--- config.mk ---
export PLATFORM = sky130hd
export DESIGN_NAME = sleep_window_ctrl
export DESIGN_NICKNAME = d
export VERILOG_FILES = /design/src/rtl/sleep_window_ctrl.sv
export SDC_FILE = /design/constraint.sdc
export NUM_CORES = 1
export LEC_CHECK = 0
export BUFFER_PORTS_ARGS = -buffer_cell sky130_fd_sc_hd__clkbuf_2
export CELL_PAD_IN_SITES_DETAIL_PLACEMENT = 0
export CELL_PAD_IN_SITES_GLOBAL_PLACEMENT = 1
export CORE_MARGIN = 1.5
export CORE_UTILIZATION = 40
export CTS_CLUSTER_SIZE = 10
export DETAILED_ROUTE_END_ITERATION = 6
export GPL_TIMING_DRIVEN = 0
export HOLD_SLACK_MARGIN = 0.03
export PLACE_DENSITY_LB_ADDON = 0.2
export SYNTH_ARGS = -nofsm -noshare
export SYNTH_HDL_FRONTEND = slang
export SYNTH_SLANG_ARGS = --single-unit
--- constraint.sdc ---
create_clock -name clk -period 9.5 [get_ports clk]
set_clock_uncertainty 0.1 [all_clocks]
set_input_delay 0.475 -clock clk [delete_from_list [all_inputs] [get_ports clk]]
set_output_delay 0.475 -clock clk [all_outputs]
set_load 0.01 [all_outputs]
--- src/rtl/sleep_window_ctrl.sv ---
module sleep_window_ctrl #(
  parameter int SLOTS      = 4,
  parameter int ETA_W      = 12,
  parameter int LVL_W      = 2,
  parameter int MODE_W     = 2,
  parameter int LAT_W      = 6,
  parameter int BREAK_EVEN = 57,
  parameter int REFILL     = 7,
  parameter int WAKE_MAX   = 30,
  parameter int WUC_RT     = 17
) (
  input  logic              clk,
  input  logic              rst,
  input  logic              core_stall,
  input  logic              tok_valid,
  input  logic [LVL_W-1:0]  tok_level,
  input  logic [ETA_W-1:0]  tok_eta,
  output logic              mode_req,
  output logic              core_idle,
  input  logic              mode_rsp_valid,
  input  logic [MODE_W-1:0] mode_rsp_mode,
  input  logic [LAT_W-1:0]  mode_rsp_lat,
  output logic              pg_sleep,
  output logic              pg_waking,
  output logic [MODE_W-1:0] wake_mode,
  output logic [LVL_W-1:0]  win_level
);
  localparam int SW     = (SLOTS > 1) ? $clog2(SLOTS) : 1;
  localparam int XW     = ETA_W + 1;
  localparam int REQ_TH = BREAK_EVEN + REFILL + WAKE_MAX + WUC_RT;

  typedef enum logic [1:0] {ST_RUN, ST_ASK, ST_GATED, ST_WAKE} st_t;

  st_t               st;
  logic              vld [SLOTS];
  logic [ETA_W-1:0]  rem [SLOTS];
  logic [LVL_W-1:0]  lvl [SLOTS];
  logic [LAT_W-1:0]  lat_q;
  logic [XW-1:0]     wcnt;

  logic              any, full, take, early;
  logic [ETA_W-1:0]  win;
  logic [LVL_W-1:0]  wlv;
  logic [SW-1:0]     fidx;
  logic [XW-1:0]     win_x, rsp_need, held_need;

  always_comb begin
    any = 1'b0;
    win = '1;
    wlv = '0;
    for (int i = 0; i < SLOTS; i++)
      if (vld[i] && (!any || rem[i] < win)) begin
        any = 1'b1;
        win = rem[i];
        wlv = lvl[i];
      end
  end

  always_comb begin
    full = 1'b1;
    fidx = '0;
    for (int i = SLOTS - 1; i >= 0; i--)
      if (!vld[i]) begin
        full = 1'b0;
        fidx = SW'(i);
      end
  end

  assign take      = tok_valid && (tok_eta != '0) && !full;
  assign early     = tok_valid && (tok_eta != '0) && (tok_eta < win);
  assign win_x     = {1'b0, win};
  assign rsp_need  = XW'(mode_rsp_lat) + XW'(REFILL) + XW'(BREAK_EVEN);
  assign held_need = XW'(lat_q) + XW'(REFILL);

  always_ff @(posedge clk) begin
    for (int i = 0; i < SLOTS; i++) begin
      if (rst) begin
        vld[i] <= 1'b0;
        rem[i] <= '0;
        lvl[i] <= '0;
      end else begin
        if (vld[i]) begin
          if (rem[i] == ETA_W'(1)) vld[i] <= 1'b0;
          rem[i] <= rem[i] - ETA_W'(1);
        end
        if (take && fidx == SW'(i)) begin
          vld[i] <= 1'b1;
          rem[i] <= tok_eta;
          lvl[i] <= tok_level;
        end
      end
    end
  end

  always_ff @(posedge clk) begin
    if (rst) begin
      st        <= ST_RUN;
      lat_q     <= '0;
      wake_mode <= '0;
      wcnt      <= '0;
      core_idle <= 1'b0;
    end else begin
      core_idle <= core_stall;
      case (st)
        ST_RUN:
          if (core_stall && any && win_x > XW'(REQ_TH)) st <= ST_ASK;
        ST_ASK:
          if (mode_rsp_valid) begin
            if (core_stall && any && win_x > rsp_need) begin
              st        <= ST_GATED;
              lat_q     <= mode_rsp_lat;
              wake_mode <= mode_rsp_mode;
            end else begin
              st <= ST_RUN;
            end
          end
        ST_GATED:
          if (early || !any || win_x <= held_need) begin
            st   <= ST_WAKE;
            wcnt <= held_need;
          end
        default:
          if (wcnt <= XW'(1)) st <= ST_RUN;
          else wcnt <= wcnt - XW'(1);
      endcase
    end
  end

  assign mode_req  = (st == ST_ASK);
  assign pg_sleep  = (st == ST_GATED);
  assign pg_waking = (st == ST_WAKE);
  assign win_level = any ? wlv : '0;
endmodule

# [After elaboration in Yosys (flattened, before gate mapping)]
# Memory sizes are Yosys's and may differ from the RTL's.
# Index checks and enable logic that the tools add are counted.
[classes] addsub=8 n_lt_le_gt_ge=8 n_eq_ne=14 mux=90 bitwise_logic=21 reduce_logical=31
[op_table] op="12-bit two-way mux" count=12
[op_table] op="1-bit two-way mux" count=56
[op_table] op="12-bit by 1-bit equality test with 1-bit output (second input constant)" count=4
[op_table] op="12-bit less-than comparator" count=4
[op_table] op="12-bit by 1-bit subtractor with 12-bit output (second input constant)" count=4
[op_table] op="2-bit two-way mux" count=18
[op_table] op="13-bit two-way mux" count=2
[op_table] op="13-bit case mux with 2 select lines" count=1
[op_table] op="1-bit bitwise OR" count=20
[op_table] op="6-bit by 3-bit adder with 7-bit output (second input constant)" count=2
[op_table] op="13-bit by 1-bit less-or-equal comparator with 1-bit output (second input constant)" count=1
[op_table] op="1-bit logical AND" count=13
[op_table] op="13-bit by 1-bit subtractor with 13-bit output (second input constant)" count=1
[op_table] op="12-bit by 7-bit > comparator with 1-bit output (second input constant)" count=1
[op_table] op="12-bit by 8-bit > comparator with 1-bit output" count=1
[op_table] op="12-bit by 7-bit less-or-equal comparator with 1-bit output" count=1
[op_table] op="12-bit nonzero test" count=1
[op_table] op="7-bit by 6-bit adder with 8-bit output (second input constant)" count=1
[op_table] op="2-bit equality test (second input constant)" count=4
[op_table] op="2-bit case mux with 3 select lines" count=1
[op_table] op="3-bit AND reduction" count=2
[op_table] op="1-bit zero test" count=5
[op_table] op="1-bit logical OR" count=5
[op_table] op="2-bit by 1-bit equality test with 1-bit output (second input constant)" count=2
[op_table] op="other kinds (7)" count=10
[totals] register_bits=24 ramBits=60 in_bits=27 output_inout_bits=8 word_cells=180 memories=3
[memory_table] memory="rem" depth=4 word_bits=12 read_ports=4 rd_clocked_by_memory_dff=0 wr=4 line_no="36" source="logic [ETA_W-1:0] rem [SLOTS];"
[memory_table] memory="lvl" depth=4 word_bits=2 read_ports=4 rd_clocked_by_memory_dff=0 wr=4 line_no="37" source="logic [LVL_W-1:0] lvl [SLOTS];"
[memory_table] memory="vld" depth=4 word_bits=1 read_ports=4 rd_clocked_by_memory_dff=0 wr=4 line_no="35" source="logic vld [SLOTS];"

# [Logic depth before layout (Yosys ltp)]
# An unclocked memory read counts as a cell.
[depth] word_depth=20 depth_mapped=45 depth_no_buf=38

# [Worst setup path before layout]
# OpenSTA, ideal clock, no wires.
[synth_timing] path_type="register to register" from="memory vld[0]" to="register wcnt[1]" setup_time_ns=0.128 t_arrival_ns=8.065 required_time_ns=9.272 slack_ns=1.207 path_stages_with_launch=45 path_buffers=8 period_less_slack_ns=8.293 cell_sequence="edfxtp_1 > clkbuf_1 > clkbuf_1 > nor2b_1 > ha_1 > o211a_2 > o31ai_4 > a31oi_2 > a21oi_1 > buf_2 > nand2_1 > o21ai_0 > inv_1 > ha_1 > a211oi_1 > o211ai_1 > a21oi_1 > a22o_1 > [... 9 more ...] > a21oi_1 > o21a_1 > a311o_1 > o21a_1 > clkbuf_1 > buf_1 > a21oi_1 > ha_1 > nand4_1 > nor3_1 > a21oi_1 > o2111ai_1 > o221ai_1 > a221oi_1 > a21bo_2 > buf_2 > mux2i_1 > nor2_1"
[synth_lines] element="start: declaration" line_no="35"
[synth_lines] element="end signal: assignment" line_no="120" source="wcnt <= held_need;"
[synth_lines] element="end signal: assignment" line_no="124" source="else wcnt <= wcnt - XW'(1);"
[synth_lines] element="end: declaration" line_no="39" source="logic [XW-1:0] wcnt;"

==> key figures <==
STA
  – Worst hold slack: 0.236 ns
  – Period utilization: 94.5%
  – Post-route minimum period: 8.97 ns
  – Max-slew headroom: 33.6%
  – Final setup vio count: 0
  – Fin. Hold Viols: 0
  – Final Slew Violations: 0
  – PnR worst setup slack: 0.526 ns
  – Fmax: 0.111 GHz
  – Tightest Pin Transition: 0.989 ns

Worst hold path
  – Hold depth: 3
  – Hold crit path type: in -> reg
  – Hold EP: wake_mode[1]$_SDFFE_PP0P_
  – Hold_sp: mode_rsp_mode[1]

Floorplanning
  – Num ports: 35
  – Height of the die: 135 um
  – Die extent in x: 135 um
  – Core region area: 16800 um^2
  – Die ar.: 18100 um^2
  – Initial core utilization: 41.4%
  – FP Rows: 47

Detailed routing
  – Wire per inst: 20.5 um
  – DRC viols: 0
  – WL final: 22700 um
  – Post-route ant nets: 0
  – Overall via count from detail_route: 6488
  – Drt pass-1 iters: 5
  – Starting DRT DRC Count: 585
  – Vias per inst: 5.86

GRT
  – Gr ovfl total: 0
  – Initial antenna violation count: 0
  – First-pass GRT wire length: 34300 um
  – Total track usage: 25.4%
  – Vias in the first global route: 6275
  – Largest net degree at the start of global routing: 15

Power and ir drop
  – PwrDens: 199 nW/um^2
  – P_leak: 3.14 nW
  – Peak VDD IR: 119 uV

Worst setup path
  – FF-to-FF Start: vld[0]$_DFFE_PP_
  – CP max stage delay: 0.36 ns
  – Worst path slowest cell: edfxtp_1
  – Crit end category: flip-flop
  – Slack of the worst reg-to-reg path: 0.53 ns
  – Buf/Inv on CP: 9
  – CP top delay family: compound AO/OA/AOI/OAI gates
  – Worst EP arrival: 9.12 ns
  – R2R cell count: 40
  – Worst-path maximum fanout: 10
  – Worst path most repeated cell: clkbuf_4
  – Critical path class: reg -> reg
  – Crit path launch type: flip-flop
  – Reg2reg end: wcnt[8]$_SDFFE_PP0P_
  – Worst path required time: 9.65 ns

Clock tree
  – Post-CTS Hold Buffers: 0
  – Reg clk slew, reported paths: 0.07 ns
  – CTS tree: done
  – Longest Clk Path Bufs: 2
  – Clk sinks: 84
  – Insertion delay to the later sink of the worst-skew pair: 0.36 ns
  – CTS buffer count: 9
  – Root buf cell: clkbuf_16
  – H-Tree Depth: 3

Flow run
  – Max Cap Viol: 0

Yosys
  – Largest cells by area after synthesis: edfxtp_1 26%, ha_1 13%, dfxtp_1 7.2%
  – Dominant cell type by area after synthesis: edfxtp_1
  – Yosys warning total: 0
  – Fraction of the yosys area taken by sequential cells: 32.8%
  – Netlist cell types: 71
  – Avg Cell Area, Syn: 8.31 um^2
  – Share of the synthesized area in the top cell type: 25.6%
  – Mapped Cells: 834
  – Syn Nets: 932
  – Synth Flop Type: edfxtp_1
  – Post-Syn Area: 6930 um^2
  – Post-synth EDFFs: 59
  – Ys async rst share: 0%
  – FF+latch count, synth: 84

Finish
  – Layout cells sized above 1: 10.7%
  – Area Growth Syn to Fin: 12.9%
  – Layout Nets: 980
  – N_diodes: 0
  – Final core occ: 46.7%

Place
  – Post-DP HPWL: 17000 um
  – Port buffer count: 34
  – Place WS: -1.11 ns
  – Placer Congestion: 0.985

Run status
  – Status: completed
-- tightest hold or removal path, cell delays in order --
cell and delay, ns:
clkbuf_2 0.08, nand2_1 0.04, mux2i_1 0.05
-- what timing repair did --
| item | in CTS | in global routing |
|---|---|---|
| gates resized for setup | 10 | 30 |
| pin swaps | 0 | 3 |
| buffers inserted | 1 | 2 |
| setup endpoints to repair | 23 | 23 |
-- power breakdown --
part | switching (W) | internal (W) | total (W)
registers | 0.0000540 | 0.000439 | 0.000493
clock network | 0.000159 | 0.000256 | 0.000415
logic | 0.000387 | 0.000258 | 0.000645
total | 0.000600 | 0.000954 | 0.00155
-- layout make-up --
class | instances | area (um^2)
plain buffers | 30 | 149
repair buffers | 37 | 193
inverters | 50 | 188
multi-input cells | 670 | 4410
clock inverters | 7 | 115
flip-flops and latches | 84 | 2270
fillers | 1678 | 8930
well taps | 220 | 275
clock buffers | 9 | 225
-- stage by stage --
stage	setup TNS (ns)	instances	power, W	instance area [um^2]
floorplan	0	834	0.000937	6930
global placement	-17.00	1088	0.00109	7380
detailed placement	-17.28	1088	0.00111	7380
CTS	0	1105	0.00154	7740
global route	-0.0125	1107	0.00165	7830
finish	0	1107	0.00155	7830
-- worst max path at each step --
stage / start / endpoint / cells past startpoint
floorplan: vld[0]$_DFFE_PP_ / wcnt[1]$_SDFFE_PP0P_ / 44
global route: vld[0]$_DFFE_PP_ / wcnt[1]$_SDFFE_PP0P_ / 44
finish: vld[0]$_DFFE_PP_ / wcnt[8]$_SDFFE_PP0P_ / 40
global placement: vld[0]$_DFFE_PP_ / wcnt[1]$_SDFFE_PP0P_ / 43
detailed placement: vld[0]$_DFFE_PP_ / wcnt[1]$_SDFFE_PP0P_ / 43
CTS: vld[0]$_DFFE_PP_ / wcnt[1]$_SDFFE_PP0P_ / 40
-- cells by family after synthesis --
group	Yosys count	synth area share, %
xor gates and xnor gates	42	5.42
muxes	13	1.90
and+or+nand+nor	319	22.1
adders and majority gates	71	12.8
DFF	84	32.8
AOI/OAI and AO/OA	225	20.5
buffers and inverters	80	4.49
-- synth_stat cells (all sizes together) (3+ instances only) --
master / number
o211ai: 10
nand2: 110
a21boi: 3
nor3: 26
a211oi: 5
o21a: 6
xor2: 13
o21bai: 7
o21ai: 87
nor4: 18
o31ai: 6
or3: 6
or4: 7
nor2: 68
ha: 71
nand3: 9
dfxtp: 25
inv: 49
a2111oi: 4
edfxtp: 59
nor2b: 24
and3: 9
a21o: 5
or2: 5
xnor2: 29
a31oi: 8
a21oi: 51
a211o: 3
and2: 11
buf: 10
clkbuf: 20
nand2b: 10
nand4: 10
mux2i: 12
-- metal layers --
| metal | global-route usage, % | routed length [um] | up-vias |
|---|---|---|---|
| met5 | 0 | 0 | - |
| met4 | 12.8 | 958 | 0 |
| met3 | 4.35 | 1470 | 56 |
| met2 | 43.8 | 10900 | 249 |
| met1 | 30.5 | 9360 | 3060 |
| li1 | - | - | 3123 |
-- cells in the final DEF (no fill, tap or decap), drive strengths merged, types with 11 or more instances in the layout --
cell type / synthesis / routed
dfxtp: 25 / 25
a21oi: 51 / 51
and2: 11 / 11
nor2: 68 / 68
xnor2: 29 / 29
nor4: 18 / 18
o21ai: 87 / 87
mux2i: 12 / 12
inv: 49 / 49
xor2: 13 / 13
clkbuf: 20 / 66
edfxtp: 59 / 59
nand2: 110 / 110
ha: 71 / 71
nor3: 26 / 26
nor2b: 24 / 24
-- sequential cells by signal (all words and copies together) (netlist names) --
name	flops
core_idle	1
lat_q	6
lvl	8
rem	48
st	2
vld	4
wake_mode	2
wcnt	13
Note: power is estimated with default switching activity, not from simulation.
